<file path="src/rtl/lpm_pkg.sv">
package lpm_pkg;

  typedef enum logic [2:0] {
    ST_RUN     = 3'd0,
    ST_IDLE    = 3'd1,
    ST_SLEEP   = 3'd2,
    ST_LVSLEEP = 3'd3,
    ST_WAKE    = 3'd4
  } lpState_e;

  // Strobes from control to datapath
  typedef struct packed {
    logic loadShort;  // start ordinary sleep wake-up delay
    logic loadLong;   // start low-voltage sleep wake-up delay
    logic doResume;   // execution restarts this cycle
    logic resumeVec;  // restart goes to the service routine
  } lpStrobe_t;

  localparam logic [1:0] MODE_SLEEP = 2'b00;
  localparam logic [1:0] MODE_IDLE  = 2'b01;

endpackage

</file>
<file path="src/rtl/lpm_datapath.sv">
module lpm_datapath
  import lpm_pkg::*;
#(
  parameter int PRIO_W    = 3,
  parameter int SLEEP_DLY = 16,
  parameter int LV_DLY    = 64
) (
  input  logic              clk,
  input  logic              rstN,
  input  logic              sysReset,
  input  logic              wdtOverflow,
  input  logic              irqReq,
  input  logic [PRIO_W-1:0] irqPrio,
  input  logic [PRIO_W-1:0] cpuPrio,
  input  lpStrobe_t         strobe,
  output logic              wakeAny,
  output logic              wakeHigh,
  output logic              cntDone,
  output logic              resumeValid,
  output logic              resumeVector
);

  localparam int              CNT_W      = $clog2(LV_DLY + 1);
  localparam logic [CNT_W-1:0] SHORT_LOAD = CNT_W'(SLEEP_DLY - 1);
  localparam logic [CNT_W-1:0] LONG_LOAD  = CNT_W'(LV_DLY - 1);
  localparam logic [CNT_W-1:0] CNT_ONE    = CNT_W'(1);

  logic [CNT_W-1:0] dlyCnt;
  logic             prioAbove;

  // Wake qualification: any source ends every low-power mode
  assign prioAbove = irqPrio > cpuPrio;
  assign wakeAny   = sysReset | wdtOverflow | irqReq;
  // Vectoring only for an interrupt above CPU priority with no reset/watchdog
  assign wakeHigh  = irqReq & prioAbove & ~sysReset & ~wdtOverflow;

  // Wake-up delay counter
  always_ff @(posedge clk or negedge rstN) begin
    if (!rstN) begin
      dlyCnt <= '0;
    end else if (strobe.loadLong) begin
      dlyCnt <= LONG_LOAD;
    end else if (strobe.loadShort) begin
      dlyCnt <= SHORT_LOAD;
    end else if (dlyCnt != '0) begin
      dlyCnt <= dlyCnt - CNT_ONE;
    end
  end

  assign cntDone = (dlyCnt == '0);

  // Resume report
  always_ff @(posedge clk or negedge rstN) begin
    if (!rstN) begin
      resumeValid  <= 1'b0;
      resumeVector <= 1'b0;
    end else begin
      resumeValid  <= strobe.doResume;
      resumeVector <= strobe.doResume & strobe.resumeVec;
    end
  end

  // the delay counts down by one each cycle once loaded
  p_cnt_step_r7: assert property (@(posedge clk) disable iff (!rstN)
    (dlyCnt != '0 && !strobe.loadShort && !strobe.loadLong)
      |=> dlyCnt == $past(dlyCnt) - CNT_ONE);

  // a long load is followed by the long start value
  p_long_load_r8: assert property (@(posedge clk) disable iff (!rstN)
    strobe.loadLong |=> dlyCnt == LONG_LOAD);

  // resume strobe lasts a single cycle
  p_resume_pulse_r5: assert property (@(posedge clk) disable iff (!rstN)
    resumeValid |=> !resumeValid);

endmodule

</file>
<file path="src/rtl/lpm_ctrl.sv">
module lpm_ctrl
  import lpm_pkg::*;
(
  input  logic       clk,
  input  logic       rstN,
  input  logic       saveReq,
  input  logic [1:0] modeCode,
  input  logic       lvEnable,
  input  logic       lvPermit,
  input  logic       wakeAny,
  input  logic       wakeHigh,
  input  logic       cntDone,
  output lpStrobe_t  strobe,
  output logic       cpuClkEn,
  output logic       sysClkEn,
  output logic       perClkEn,
  output logic       lvRegSel
);

  lpState_e curState, nextState;
  logic     reqIdle, reqSleep, lvAllowed;

  assign reqIdle   = saveReq & ~wakeAny & (modeCode == MODE_IDLE);
  assign reqSleep  = saveReq & ~wakeAny & (modeCode == MODE_SLEEP);
  assign lvAllowed = lvEnable & lvPermit;

  always_comb begin
    nextState = curState;
    strobe    = '0;
    unique case (curState)
      ST_RUN: begin
        if (reqIdle)       nextState = ST_IDLE;
        else if (reqSleep) nextState = lvAllowed ? ST_LVSLEEP : ST_SLEEP;
      end
      ST_IDLE: begin
        if (wakeAny) begin
          nextState        = ST_RUN;
          strobe.doResume  = 1'b1;
          strobe.resumeVec = wakeHigh;
        end
      end
      ST_SLEEP: begin
        if (wakeAny) begin
          nextState        = ST_WAKE;
          strobe.loadShort = 1'b1;
        end
      end
      ST_LVSLEEP: begin
        if (wakeAny) begin
          nextState       = ST_WAKE;
          strobe.loadLong = 1'b1;
        end
      end
      ST_WAKE: begin
        if (cntDone) begin
          nextState       = ST_RUN;
          strobe.doResume = 1'b1;
        end
      end
      default: nextState = ST_RUN;
    endcase
  end

  // State and registered clock enables (glitch-free for the gating cells)
  always_ff @(posedge clk or negedge rstN) begin
    if (!rstN) begin
      curState <= ST_RUN;
      cpuClkEn <= 1'b1;
      sysClkEn <= 1'b1;
      perClkEn <= 1'b1;
      lvRegSel <= 1'b0;
    end else begin
      curState <= nextState;
      cpuClkEn <= (nextState == ST_RUN);
      sysClkEn <= (nextState == ST_RUN) || (nextState == ST_IDLE);
      perClkEn <= (nextState == ST_RUN) || (nextState == ST_IDLE);
      lvRegSel <= (nextState == ST_LVSLEEP);
    end
  end

  // idle request stops only the CPU clock
  p_idle_entry_r2: assert property (@(posedge clk) disable iff (!rstN)
    (curState == ST_RUN && saveReq && !wakeAny && modeCode == MODE_IDLE)
      |=> !cpuClkEn && sysClkEn && perClkEn);

  // a request alongside a wake source keeps the CPU running
  p_req_ignored_r9: assert property (@(posedge clk) disable iff (!rstN)
    (curState == ST_RUN && wakeAny) |=> cpuClkEn && curState == ST_RUN);

  // idle ends in one cycle on any wake source
  p_idle_exit_r5: assert property (@(posedge clk) disable iff (!rstN)
    (curState == ST_IDLE && wakeAny) |=> cpuClkEn);

  // low-voltage regulator only while every clock is stopped
  p_lv_clocks_off_r8: assert property (@(posedge clk) disable iff (!rstN)
    lvRegSel |-> !cpuClkEn && !sysClkEn && !perClkEn);

  // sleep holds without a wake source
  p_sleep_hold_r12: assert property (@(posedge clk) disable iff (!rstN)
    (curState == ST_SLEEP && !wakeAny) |=> $stable(sysClkEn) && !cpuClkEn);

endmodule

</file>
<file path="src/rtl/lpm_sequencer.sv">
module lpm_sequencer
  import lpm_pkg::*;
#(
  parameter int PRIO_W    = 3,
  parameter int SLEEP_DLY = 16,
  parameter int LV_DLY    = 64
) (
  input  logic              clk,
  input  logic              rstN,
  input  logic              saveReq,
  input  logic [1:0]        modeCode,
  input  logic              lvEnable,
  input  logic              lvPermit,
  input  logic              sysReset,
  input  logic              wdtOverflow,
  input  logic              irqReq,
  input  logic [PRIO_W-1:0] irqPrio,
  input  logic [PRIO_W-1:0] cpuPrio,
  output logic              cpuClkEn,
  output logic              sysClkEn,
  output logic              perClkEn,
  output logic              lvRegSel,
  output logic              resumeValid,
  output logic              resumeVector
);

  lpStrobe_t strobe;
  logic      wakeAny, wakeHigh, cntDone;

  initial begin
    if (SLEEP_DLY < 1 || LV_DLY <= SLEEP_DLY)
      $error("lpm_sequencer: need 1 <= SLEEP_DLY < LV_DLY");
  end

  lpm_ctrl uCtrl (
    .clk      (clk),
    .rstN     (rstN),
    .saveReq  (saveReq),
    .modeCode (modeCode),
    .lvEnable (lvEnable),
    .lvPermit (lvPermit),
    .wakeAny  (wakeAny),
    .wakeHigh (wakeHigh),
    .cntDone  (cntDone),
    .strobe   (strobe),
    .cpuClkEn (cpuClkEn),
    .sysClkEn (sysClkEn),
    .perClkEn (perClkEn),
    .lvRegSel (lvRegSel)
  );

  lpm_datapath #(
    .PRIO_W    (PRIO_W),
    .SLEEP_DLY (SLEEP_DLY),
    .LV_DLY    (LV_DLY)
  ) uData (
    .clk          (clk),
    .rstN         (rstN),
    .sysReset     (sysReset),
    .wdtOverflow  (wdtOverflow),
    .irqReq       (irqReq),
    .irqPrio      (irqPrio),
    .cpuPrio      (cpuPrio),
    .strobe       (strobe),
    .wakeAny      (wakeAny),
    .wakeHigh     (wakeHigh),
    .cntDone      (cntDone),
    .resumeValid  (resumeValid),
    .resumeVector (resumeVector)
  );

endmodule

</file>
<file path="config.mk">
export PLATFORM = sky130hd
export DESIGN_NAME = lpm_sequencer
export DESIGN_NICKNAME = d
export VERILOG_FILES = /design/src/rtl/lpm_pkg.sv /design/src/rtl/lpm_datapath.sv /design/src/rtl/lpm_ctrl.sv /design/src/rtl/lpm_sequencer.sv
export SDC_FILE = /design/constraint.sdc
export NUM_CORES = 1
export LEC_CHECK = 0
export CORE_MARGIN = 2
export CORE_UTILIZATION = 45
export CTS_BUF_LIST = sky130_fd_sc_hd__clkbuf_2
export CTS_CLUSTER_DIAMETER = 100
export DETAILED_ROUTE_END_ITERATION = 7
export DONT_BUFFER_PORTS = 1
export PLACE_DENSITY = 0.71
export SLEW_MARGIN = 20
export SYNTH_ARGS = -nofsm -noshare
export SYNTH_HDL_FRONTEND = slang
export SYNTH_SLANG_ARGS = --single-unit
export TNS_END_PERCENT = 1
</file>
<file path="constraint.sdc">
create_clock -name clk -period 1.4 [get_ports clk]
set_input_delay 0.35 -clock clk [delete_from_list [all_inputs] [get_ports clk]]
set_output_delay 0.35 -clock clk [all_outputs]
set_load 0.01 [all_outputs]
</file>
==> results.txt, run 1 <==
----------------------------------------------------
[Final layout]
  Commonest non-fill, non-tap cell in the layout ... sky130_fd_sc_hd__dfrtp_1
  Filler instances ... 157
  Number of diodes ... 0
  Relative area change from synthesis to final layout ... 16.69%
  Fraction of layout instances using a drive strength above 1 ... 27.66%
  Layout Cell Area excl Fill ... 970.9 sq um
  Number of nets in the final layout ... 115
  Most frequent cells in the layout ... sky130_fd_sc_hd__dfrtp_1, sky130_fd_sc_hd__buf_4, sky130_fd_sc_hd__a21oi_1, sky130_fd_sc_hd__nor2_1, sky130_fd_sc_hd__nand2_1

[Timing]
  Worst setup skew after layout ... 0.009947 ns
  Setup repair after global routing missed its margin ... true
  Period utilisation layout ... 110.3%
  Max-slew violations ... 0
  Hold violation total from the final report ... 0
  Worst hold slack after final layout ... 0.1950 ns
  Shortest period the worst path allows ... 1.544 ns
  Relative slew margins ... 56.14%
  Pin slew with the least headroom to its limit ... 0.6557 ns
  Setup-failing EPs final ... 8
  Setup slack after layout ... -0.1438 ns
  Maximum clock frequency ... 647.8 MHz

[Global route]
  Final global-route overflow total ... 0
  Total routing usage reported by global routing ... 16.14%
  Largest net degree at the start of global routing ... 16
  Number of global-route vias before repair ... 588
  First-pass GRT wire length ... 2.484 mm
  Initial antenna violation count ... 0

[Clocking]
  CTS buffer count ... 3
  Clock edge transition at the registers on the reported setup and hold paths ... 0.15 ns
  Maximum number of buffers from clock root to sink ... 2
  Number of H-tree levels ... 1
  CTS tree ... yes
  Buffer cell driving the clock tree root ... sky130_fd_sc_hd__clkbuf_2
  Clock sink count ... 15
  Clk Latency, worst-skew pair ... 0.29 ns

[Status]
  Result of the run ... finished with violations
  Violated checks ... setup timing

[Power and ir drop]
  Worst ir drop on vdd ... 0.0005250 V
  Power density cells ... 1318 mW/mm^2
  Static leakage ... 0.4156 nW

[Drt]
  Starting DRT DRC Count ... 11
  Routed via count ... 630
  Total detailed-routing wirelength ... 1.586 mm
  Number of detailed-routing iterations run before antenna repair ... 4
  Remaining antenna violation count after routing ... 0
  Wire length per cell after detailed routing ... 13.33 um
  DRC Markers ... 0
  Via density per instance ... 5.294

[Critical path]
  R2R depth ... 6
  Crit Path Class ... reg -> reg
  Critical-path cell list ... inv_2 > ha_4 > nand2b_4 > nor4b_4 > or4b_4 > o21a_1
  Data required time at the worst endpoint ... 1.64 ns
  CP peak stage delay ... 0.45 ns
  Depth of the critical timing path with buffers and inverters included ... 6
  Critical Path Fanout Max ... 7
  Setup crit start kind ... flip-flop
  Setup slack, reg-to-reg ... -0.14 ns
  Buf+Inv Stages, Crit Path ... 1
  Max stage delay cell, worst path ... sky130_fd_sc_hd__nor4b_4
  Critical path's top delay family ... simple AND/OR/NAND/NOR gates
  Critical path endpoint category ... flip-flop
  Signal arrival time at the worst endpoint ... 1.78 ns

[Floorplanning]
  Floorplan die area ... 0.002209 sq mm
  Die height ... 47 um
  Core Footprint ... 0.001727 sq mm
  Die Wd ... 47 um
  Initial Utilization ... 48.19%
  Cell Rows ... 15
  I/O pin count ... 22

[Synth]
  Mean instance size in the synthesized netlist ... 10.02 sq um
  Synthesized net count ... 103
  Synth unique cells ... 32
  Mapped Cells ... 83
  Post-synthesis sequential element count ... 15
  Sequential fraction of the synthesis area ... 45.41%
  Yosys synthesis warning count ... 0
  Mapped cell area ... 832.0 sq um

[Worst hold path]
  Path type of the worst min-delay path ... in -> reg
  Worst hold path stage count ... 2

[Placement]
  Instance area after placement ... 932.1 sq um
  Final HPWL DP ... 1.184 mm
  Global placement routability congestion ... 0.7978
  Port Buffer Count ... 0

[Job]
  Max capacitance violation total ... 0

----------------------------------------------------
==> final timing paths <==
check	start	endpoint
max in group asynchronous	rstN	uCtrl.curState[1]
min in group asynchronous	rstN	uData.dlyCnt[6]
worst max register to register	uData.dlyCnt[1]	uCtrl.sysClkEn
worst min-delay path	irqReq	uData.resumeVector
worst min register to register	uData.dlyCnt[6]	uData.dlyCnt[6]
worst max-delay path	uData.dlyCnt[1]	uCtrl.sysClkEn
==> per-layer routing <==
| metal | track usage, % | vias up | share of wire, % |
|---|---|---|---|
| met1 | 20.71 | 297 | 44 |
| li1 | - | 311 | - |
| met4 | 8.333 | 0 | 1.5 |
| met5 | 0 | - | 0 |
| met3 | 3.846 | 2 | 4.7 |
| met2 | 25.21 | 20 | 50 |
==> metrics by stage <==
step | worst slack (ns) | instances | setup TNS, ns | total power, W | util [%]
floorplan | -0.02023 | 83 | -0.04050 | 0.0009049 | -
global placement | -0.1324 | 114 | -0.3545 | 0.001038 | 53.99
detailed placement | -0.1628 | 114 | -0.4506 | 0.001044 | 53.99
CTS | -0.1439 | 118 | -0.6877 | 0.001273 | 55.29
global route | -0.2158 | 119 | -1.579 | 0.001372 | 56.23
finish | -0.1438 | 119 | -0.8559 | 0.001279 | 56.23
==> cells in the mapped netlist (all sizes together) <==
master / number / area [sq um]
dfrtp: 13 / 325.3
nor2: 8 / 30.03
a21oi: 7 / 35.03
inv: 7 / 26.28
nand2: 6 / 22.52
ha: 4 / 50.05
nor3: 4 / 25.02
o21a: 4 / 30.03
clkbuf: 3 / 11.26
nand2b: 3 / 26.27
dfstp: 2 / 52.55
nand3b: 2 / 15.01
o21ai: 2 / 10.00
o31ai: 2 / 15.01
or3: 2 / 17.52
xnor2: 2 / 17.52
a21boi: 1 / 7.510
a21o: 1 / 7.510
a311oi: 1 / 8.760
buf: 1 / 7.510
mux2i: 1 / 10.01
nand4: 1 / 6.260
nand4b: 1 / 8.760
nor3b: 1 / 12.51
nor4b: 1 / 23.77
o211ai: 1 / 7.510
o41ai: 1 / 8.760
or4b: 1 / 13.76
==> layout make-up <==
class / count / area [sq um] / share of cell area [%]
clock buffers: 4 / 20.02 / 2.062
inverters: 7 / 26.28 / 2.706
multi-input cells: 57 / 430.4 / 44.33
flip-flops and latches: 15 / 377.9 / 38.92
well taps: 25 / 31.28 / 3.222
repair buffers: 11 / 85.08 / 8.763
==> flip-flops by register name (all words and copies together), names as in the netlist <==
signal              count
uCtrl.lvRegSel          1
uCtrl.sysClkEn          1
uCtrl.curState          3
uData.resumeVector      1
uCtrl.cpuClkEn          1
uData.dlyCnt            7
uData.resumeValid       1
==> power breakdown <==
group          internal (W)  switching (W)  leakage, nW
Combinational      0.000229       0.000196        0.219
Clock             0.0000757       0.000141       0.0166
Sequential         0.000541      0.0000961        0.180
Total              0.000846       0.000433        0.416
==> logic make-up (layout without fill, tap and decap cells) <==
logic type / Yosys count / in the layout / synth area share, %
AO/OA/AOI/OAI: 20 / 20 / 15.64
XOR/XNOR: 2 / 2 / 2.106
adder cells (fa/ha/maj): 4 / 4 / 6.015
buffers and inverters: 11 / 22 / 5.414
flip-flops: 15 / 15 / 45.41
multiplexers: 1 / 1 / 1.203
AND/OR/NAND/NOR: 30 / 30 / 24.21
==> repair_timing <==
item / CTS / global route
hold buffers: 1 / 0
endpoints found under the setup margin: 4 / 10
setup buffers: 0 / 2
gates cloned: 0 / 0
endpoints found under the hold margin: 15 / 0
pin swaps: 4 / 4
gates resized for setup: 0 / 2
Note: power is estimated with default switching activity, not from simulation.
==> run 2: changes to the inputs <==
--- a/config.mk
+++ b/config.mk
@@ -5,6 +5,7 @@
 export SDC_FILE = /design/constraint.sdc
 export NUM_CORES = 1
 export LEC_CHECK = 0
+export ABC_AREA = 1
 export CORE_MARGIN = 2
 export CORE_UTILIZATION = 45
 export CTS_BUF_LIST = sky130_fd_sc_hd__clkbuf_2
==> run 2 against run 1 <==
  * The run now ends clean
  * Clock skew grew 0.012 ns
  * Design area shrank 0.90%
  * Wire length shrank 0.25%
  * Critical path depth grew 3
  * Global-route usage grew 0.40 points
  * First-iteration DRC count grew 130%
  * Non-clock buffer count shrank 8
  * Synthesized cell count grew 24%
  * Critical path type unchanged
==> results.txt, run 2 <==
----------------------------------------------------
[Status]
  Result of the run ... finished, final reports clean

[Clocking]
  Number of H-tree levels ... 1
  Maximum number of buffers from clock root to sink ... 2
  Clock edge transition at the registers on the reported setup and hold paths ... 0.15 ns
  CTS tree ... yes
  CTS buffer count ... 3
  Buffer cell driving the clock tree root ... sky130_fd_sc_hd__clkbuf_2
  Post CTS Setup Buffer Count ... 0
  Clock sink count ... 15
  Clk Latency, worst-skew pair ... 0.30 ns

[Synth]
  Synth unique cells ... 24
  Mapped Cells ... 103
  Mean instance size in the synthesized netlist ... 8.503 sq um
  Leading register cell type out of synthesis ... sky130_fd_sc_hd__dfrtp_1
  Most numerous cell in the Yosys netlist ... sky130_fd_sc_hd__inv_1
  Biggest area contributors in the synthesized netlist ... sky130_fd_sc_hd__dfrtp_1, sky130_fd_sc_hd__inv_1, sky130_fd_sc_hd__nand3_1, sky130_fd_sc_hd__dfstp_2, sky130_fd_sc_hd__nand2_1
  Yosys synthesis warning count ... 0
  Number of flops mapped to enable cells by yosys ... 0
  Post-synthesis sequential element count ... 15
  Synthesized net count ... 123
  Proportion of netlist area held by the largest area contributor ... 37.14%
  Sequential fraction of the synthesis area ... 43.14%
  Mapped cell area ... 875.8 sq um
  Largest area contributor in the synthesized netlist ... sky130_fd_sc_hd__dfrtp_1
  Synth top cells by count ... sky130_fd_sc_hd__inv_1, sky130_fd_sc_hd__nand2_1, sky130_fd_sc_hd__dfrtp_1
  Post-synthesis async set-or-reset flop share ... 100.0%

[Floorplanning]
  Core Footprint ... 0.001783 sq mm
  Die height ... 48.12 um
  Die Wd ... 48.12 um
  I/O pin count ... 22
  Initial Utilization ... 49.12%
  Floorplan die area ... 0.002315 sq mm
  Cell Rows ... 15

[Drt]
  Routed via count ... 664
  DRC Markers ... 0
  Via density per instance ... 4.955
  Number of detailed-routing iterations run before antenna repair ... 4
  Wire length per cell after detailed routing ... 11.81 um
  Total detailed-routing wirelength ... 1.582 mm
  Starting DRT DRC Count ... 25
  Remaining antenna violation count after routing ... 0

[Critical path]
  Critical Path Fanout Max ... 6
  Signal arrival time at the worst endpoint ... 1.51 ns
  Critical-path cell list ... inv_2 > ha_4 > nand3_2 > nor2_4 > inv_2 > nor2_4 > nand2_1 > nand2_1 > inv_1
  Max stage delay cell, worst path ... sky130_fd_sc_hd__dfrtp_1
  Critical path endpoint category ... flip-flop
  Worst setup path startpoint ... uData.dlyCnt[1]
  Crit Path Class ... reg -> reg
  CP peak stage delay ... 0.41 ns
  Setup slack, reg-to-reg ... 0.08 ns
  Data required time at the worst endpoint ... 1.59 ns
  Source of the worst register-to-register timing path ... uData.dlyCnt[1]
  Setup crit start kind ... flip-flop

[Global route]
  Final global-route overflow total ... 0
  Total routing usage reported by global routing ... 16.54%
  Number of global-route vias before repair ... 649
  Initial antenna violation count ... 0
  First-pass GRT wire length ... 2.566 mm
  Largest net degree at the start of global routing ... 16

[Power and ir drop]
  Net switching fraction of the power ... 42.01%
  Internal power summed over all cells ... 0.0009831 W
  Power density cells ... 1762 mW/mm^2
  Static leakage ... 0.4866 nW
  Switching component of the power ... 0.0007123 W
  Sequential Power Share ... 43.4%
  Worst ir drop on vdd ... 0.0008227 V
  Share of power burned in the clock network ... 11.9%
  Combinational Power Share ... 44.7%
  Total design power ... 0.001695 W

[Worst hold path]
  Worst Hold Launch ... sysReset
  Path type of the worst min-delay path ... in -> reg

[Timing]
  Shortest period the worst path allows ... 1.322 ns
  Worst setup skew after layout ... 0.02219 ns
  Period utilisation layout ... 94.43%
  Worst hold slack after final layout ... 0.1986 ns
  Setup repair after global routing missed its margin ... false
  Max-slew violations ... 0
  Hold violation total from the final report ... 0
  Relative slew margins ... 56.32%
  Sum of negative setup slack ... 0 ns
  Maximum clock frequency ... 756.4 MHz
  Pin slew with the least headroom to its limit ... 0.6530 ns
  Setup-failing EPs final ... 0

[Final layout]
  Relative area change from synthesis to final layout ... 9.857%
  Register bank with the most flops ... uData.dlyCnt
  Layout Cell Area excl Fill ... 962.2 sq um
  Fraction of layout instances using a drive strength above 1 ... 28.44%
  Number of diodes ... 0
  Largest register FFs ... 7
  Commonest non-fill, non-tap cell in the layout ... sky130_fd_sc_hd__inv_1
  Number of nets in the final layout ... 130
  Biggest registers after layout ... uData.dlyCnt x7, uCtrl.curState x3
  Most frequent cells in the layout ... sky130_fd_sc_hd__inv_1, sky130_fd_sc_hd__nand2_1, sky130_fd_sc_hd__dfrtp_1

[Placement]
  Instance area after placement ... 914.6 sq um
  Final HPWL DP ... 1.204 mm
  Global placement routability congestion ... 0.8257
  Port Buffer Count ... 0

[Job]
  Max capacitance violation total ... 0

----------------------------------------------------
[run 2: cell types whose count changed after synthesis, sizes merged, moves of 3 or more]
| cell | previous run | this run |
|---|---|---|
| nand2b | 3 | 0 |
| o21a | 4 | 0 |
| a21oi | 7 | 3 |
| clkbuf | 3 | 0 |
| nand3 | 0 | 12 |
| inv | 7 | 23 |
| nand2 | 6 | 20 |
[run 2: stage by stage]
step,setup WS [ns],util (%),instances
finish,0.07799,53.96,134
global route,0.01146,53.96,134
CTS,0.008294,53.12,134
detailed placement,0.01297,51.30,129
global placement,0.09464,51.30,129
floorplan,0.1042,-,103
[run 2: cells by family (layout without fill, tap and decap cells)]
family | after synthesis | after routing | synth area share (%)
fa+ha+maj | 4 | 4 | 5.715
buf+inv | 24 | 30 | 10.71
simple gates | 47 | 47 | 30.43
xor+xnor | 2 | 2 | 2.000
compound gates | 11 | 11 | 7.999
flops | 15 | 15 | 43.14
[run 2: path summary, 6_finish.rpt]
path,cells after the start,to
setup / recovery,9,uData.dlyCnt[1]
max in group asynchronous,1,uData.dlyCnt[0]
setup reg to reg,9,uData.dlyCnt[1]
min in group asynchronous,1,uData.resumeVector
hold / removal,3,uData.resumeVector
hold reg to reg,2,uData.dlyCnt[6]
[run 2: worst max-delay path: cells and delay by family, from the launching register on]
family	cells	cell delay, ns
AND/OR/NAND/NOR	5	0.47
flip-flops	1	0.41
adder cells (fa/ha/maj)	1	0.14
buffers and inverters	3	0.20
[run 2: timing repair]
| item | in CTS | in global routing |
|---|---|---|
| hold endpoints to repair | 15 | 0 |
| endpoints found under the setup margin | 1 | 4 |
| gates resized for setup | 1 | 4 |
| hold buffers | 1 | 0 |
[run 2: cell type report]
cell class	instances	area (sq um)
fill	168	820.8
multi-input combinational	64	421.7
sequential	15	377.9
inverter	23	86.33
tap	25	31.28
timing repair buffer	3	25.02
clock buffer	3	15.01
clock inverter	1	5.005
[run 2: power groups by stage]
stage	Combinational (W)	Sequential [W]	Clock, W
CTS	0.000704	0.000730	0.000213
floorplan	0.000560	0.000716	0
finish	0.000759	0.000736	0.000201
detailed placement	0.000680	0.000740	0
global route	0.000843	0.000759	0.000229
global placement	0.000665	0.000733	0
[run 2: routing by layer]
layer,up-vias,global-route usage (%),part of all wire [%]
met5,-,0,0
met4,0,8.108,1.7
met3,4,6.667,4.8
met2,17,25.07,49
met1,304,20.47,44
li1,339,-,-
==> run 3: changes to the inputs <==
--- a/config.mk
+++ b/config.mk
@@ -5,7 +5,6 @@
 export SDC_FILE = /design/constraint.sdc
 export NUM_CORES = 1
 export LEC_CHECK = 0
-export ABC_AREA = 1
 export CORE_MARGIN = 2
 export CORE_UTILIZATION = 45
 export CTS_BUF_LIST = sky130_fd_sc_hd__clkbuf_2
==> constraint.sdc (replaced) <==
create_clock -name clk -period 1.1 [get_ports clk]
set_input_delay 0.275 -clock clk [delete_from_list [all_inputs] [get_ports clk]]
set_output_delay 0.275 -clock clk [all_outputs]
set_load 0.01 [all_outputs]
==> run 3 against run 2 <==
  * The run now ends with setup timing left
  * Wire length rose by 26%
  * Sequential share of layout area down 5.3 points
  * Setup slack worse by 0.53 ns
  * Register-to-register slack got worse by 0.53 ns
  * Design area rose by 15%
  * Via count grew 13%
  * Critical path depth fell by 2
  * Die area decreased by 4.6%
  * Hold slack worse by 0.064 ns
  * Flip-flop and latch count did not move
  * Global-route usage up 2.2 points
  * Critical path type unchanged
  * Largest cell class unchanged
  * Highest routed layer unchanged
==> results.txt, run 3 (synthesized netlist as in run 1, its figures left out) <==
----------------------------------------------------
[Timing]
  Sum of negative setup slack ... -3.924 ns
  Relative slew margins ... 56.18%
  Max-slew violations ... 0
  Hold violation total from the final report ... 0
  Period utilisation layout ... 140.9%
  Pin slew with the least headroom to its limit ... 0.6551 ns
  Shortest period the worst path allows ... 1.549 ns
  Setup slack after layout ... -0.4494 ns
  Worst setup skew after layout ... 0.002852 ns
  Maximum clock frequency ... 645.4 MHz
  Setup-failing EPs final ... 16
  Worst hold slack after final layout ... 0.1349 ns
  Setup repair after global routing missed its margin ... true

[Critical path]
  CP peak stage delay ... 0.49 ns
  Setup slack, reg-to-reg ... -0.45 ns
  Critical-path cell list ... inv_2 > ha_4 > nand2b_4 > nor4b_4 > buf_4 > or4b_4 > o21a_1
  Critical path's top delay family ... simple AND/OR/NAND/NOR gates
  Source of the worst register-to-register timing path ... uData.dlyCnt[0]
  Setup crit start kind ... flip-flop
  Buf+Inv Stages, Crit Path ... 2
  RR Endpoint ... uCtrl.sysClkEn
  Data required time at the worst endpoint ... 1.34 ns
  Critical Path Fanout Max ... 3
  Crit Path Class ... reg -> reg
  Critical path endpoint category ... flip-flop
  Signal arrival time at the worst endpoint ... 1.79 ns
  Max stage delay cell, worst path ... sky130_fd_sc_hd__or4b_4
  R2R depth ... 7

[Worst hold path]
  Sink of the worst hold path ... uCtrl.lvRegSel
  Path type of the worst min-delay path ... in -> reg
  Worst Hold Launch ... lvPermit
  Worst hold path stage count ... 2

[Global route]
  Final global-route overflow total ... 0
  Initial antenna violation count ... 0
  First-pass GRT wire length ... 2.856 mm
  Total routing usage reported by global routing ... 18.69%
  Number of global-route vias before repair ... 712
  Largest net degree at the start of global routing ... 16

[Final layout]
  Number of nets in the final layout ... 127
  Largest register FFs ... 7
  Number of diodes ... 0
  Filler instances ... 150
  Relative area change from synthesis to final layout ... 33.53%
  Final standard cell utilization of the core ... 64.35%
  Register bank with the most flops ... uData.dlyCnt
  Biggest registers after layout ... uData.dlyCnt x7, uCtrl.curState x3
  Commonest non-fill, non-tap cell in the layout ... sky130_fd_sc_hd__buf_4
  Fraction of layout instances using a drive strength above 1 ... 40.57%
  Most frequent cells in the layout ... sky130_fd_sc_hd__buf_4, sky130_fd_sc_hd__dfrtp_1, sky130_fd_sc_hd__a21oi_1, sky130_fd_sc_hd__nor2_1, sky130_fd_sc_hd__nand2_1

[Drt]
  Routed via count ... 749
  Via density per instance ... 5.718
  Remaining antenna violation count after routing ... 0
  Number of detailed-routing iterations run before antenna repair ... 4
  Total detailed-routing wirelength ... 1.987 mm
  DRC Markers ... 0
  Wire length per cell after detailed routing ... 15.17 um
  Starting DRT DRC Count ... 22

[Placement]
  Final HPWL DP ... 1.346 mm
  DP Worst Slack ... -0.4540 ns
  Global placement routability congestion ... 0.8357
  Port Buffer Count ... 0

[Floorplanning]
  Die height ... 47 um
  Cell Rows ... 15
  Core Footprint ... 0.001727 sq mm
  Floorplan die area ... 0.002209 sq mm
  Initial Utilization ... 48.19%
  I/O pin count ... 22
  Die Wd ... 47 um

[Power and ir drop]
  Power density cells ... 1602 mW/mm^2
  Static leakage ... 0.4983 nW
  Worst ir drop on vdd ... 0.0009436 V

[Clocking]
  Number of H-tree levels ... 1
  Clock edge transition at the registers on the reported setup and hold paths ... 0.14 ns
  Maximum number of buffers from clock root to sink ... 2
  Clk Latency, worst-skew pair ... 0.29 ns
  Buffer cell driving the clock tree root ... sky130_fd_sc_hd__clkbuf_2
  CTS buffer count ... 3
  CTS tree ... yes
  Clock sink count ... 15

[Status]
  Result of the run ... finished with violations
  Violated checks ... setup timing

[Job]
  Max capacitance violation total ... 0

----------------------------------------------------
run 3: cell count changes in the layout (fill, tap and decap cells not counted), sizes merged, moves of 2 or more:
cell / previous run / this run
or3: 0 / 2
o21a: 0 / 4
nand3: 12 / 0
o21ai: 4 / 2
xnor2: 0 / 2
inv: 23 / 7
a21oi: 3 / 7
nand2b: 0 / 3
buf: 2 / 22
o22ai: 2 / 0
nand2: 20 / 6
xor2: 2 / 0
o31ai: 0 / 2
run 3: area by class of cell:
| type | instances | area (sq um) | share of cell area, % |
|---|---|---|---|
| multi-input combinational | 57 | 476.7 | 42.91 |
| clock buffer | 4 | 20.02 | 1.802 |
| tap | 25 | 31.28 | 2.815 |
| timing repair buffer | 23 | 178.9 | 16.10 |
| inverter | 7 | 26.28 | 2.365 |
| sequential | 15 | 377.9 | 34.01 |
run 3: layer usage:
layer / vias up / track usage [%] / part of all wire, %
li1: 335 / - / -
met2: 36 / 30.96 / 51
met4: 0 / 8.889 / 3.1
met1: 368 / 21.28 / 37
met3: 10 / 6.923 / 8.0
met5: - / 0 / 0
run 3: per-stage QoR:
step                std cells  instance area [sq um]  total power [W]
floorplan                  83                  844.6         0.001152
global placement          123                  999.7         0.001351
detailed placement        123                  999.7         0.001378
CTS                       131                   1079         0.001722
global route              131                   1111         0.001883
finish                    131                   1111         0.001780
run 3: worst max path at each step:
stage / startpoint / end / slack, ns / depth (start not counted)
final: uData.dlyCnt[0] / uCtrl.sysClkEn / -0.45 / 7
after global routing: uData.dlyCnt[0] / uCtrl.cpuClkEn / -0.47 / 7
after floorplan: uData.dlyCnt[1] / uCtrl.cpuClkEn / -0.32 / 6
after global placement: uData.dlyCnt[0] / uCtrl.cpuClkEn / -0.41 / 7
after CTS: uData.dlyCnt[0] / uCtrl.sysClkEn / -0.42 / 7
after detailed placement: uData.dlyCnt[0] / uCtrl.sysClkEn / -0.45 / 7
run 3: report_power, final:
group	total, W	internal, W	switching [W]
Clock	0.000273	0.0000964	0.000176
Sequential	0.000814	0.000689	0.000125
Combinational	0.000693	0.000374	0.000319
run 3: timing repair:
| action | CTS | global route |
|---|---|---|
| pin swaps | 4 | 2 |
| endpoints found under the hold margin | 15 | 0 |
| hold buffers | 1 | 0 |
| endpoints found under the setup margin | 17 | 17 |
| resized for setup | 6 | 5 |
| buffers inserted | 3 | 0 |
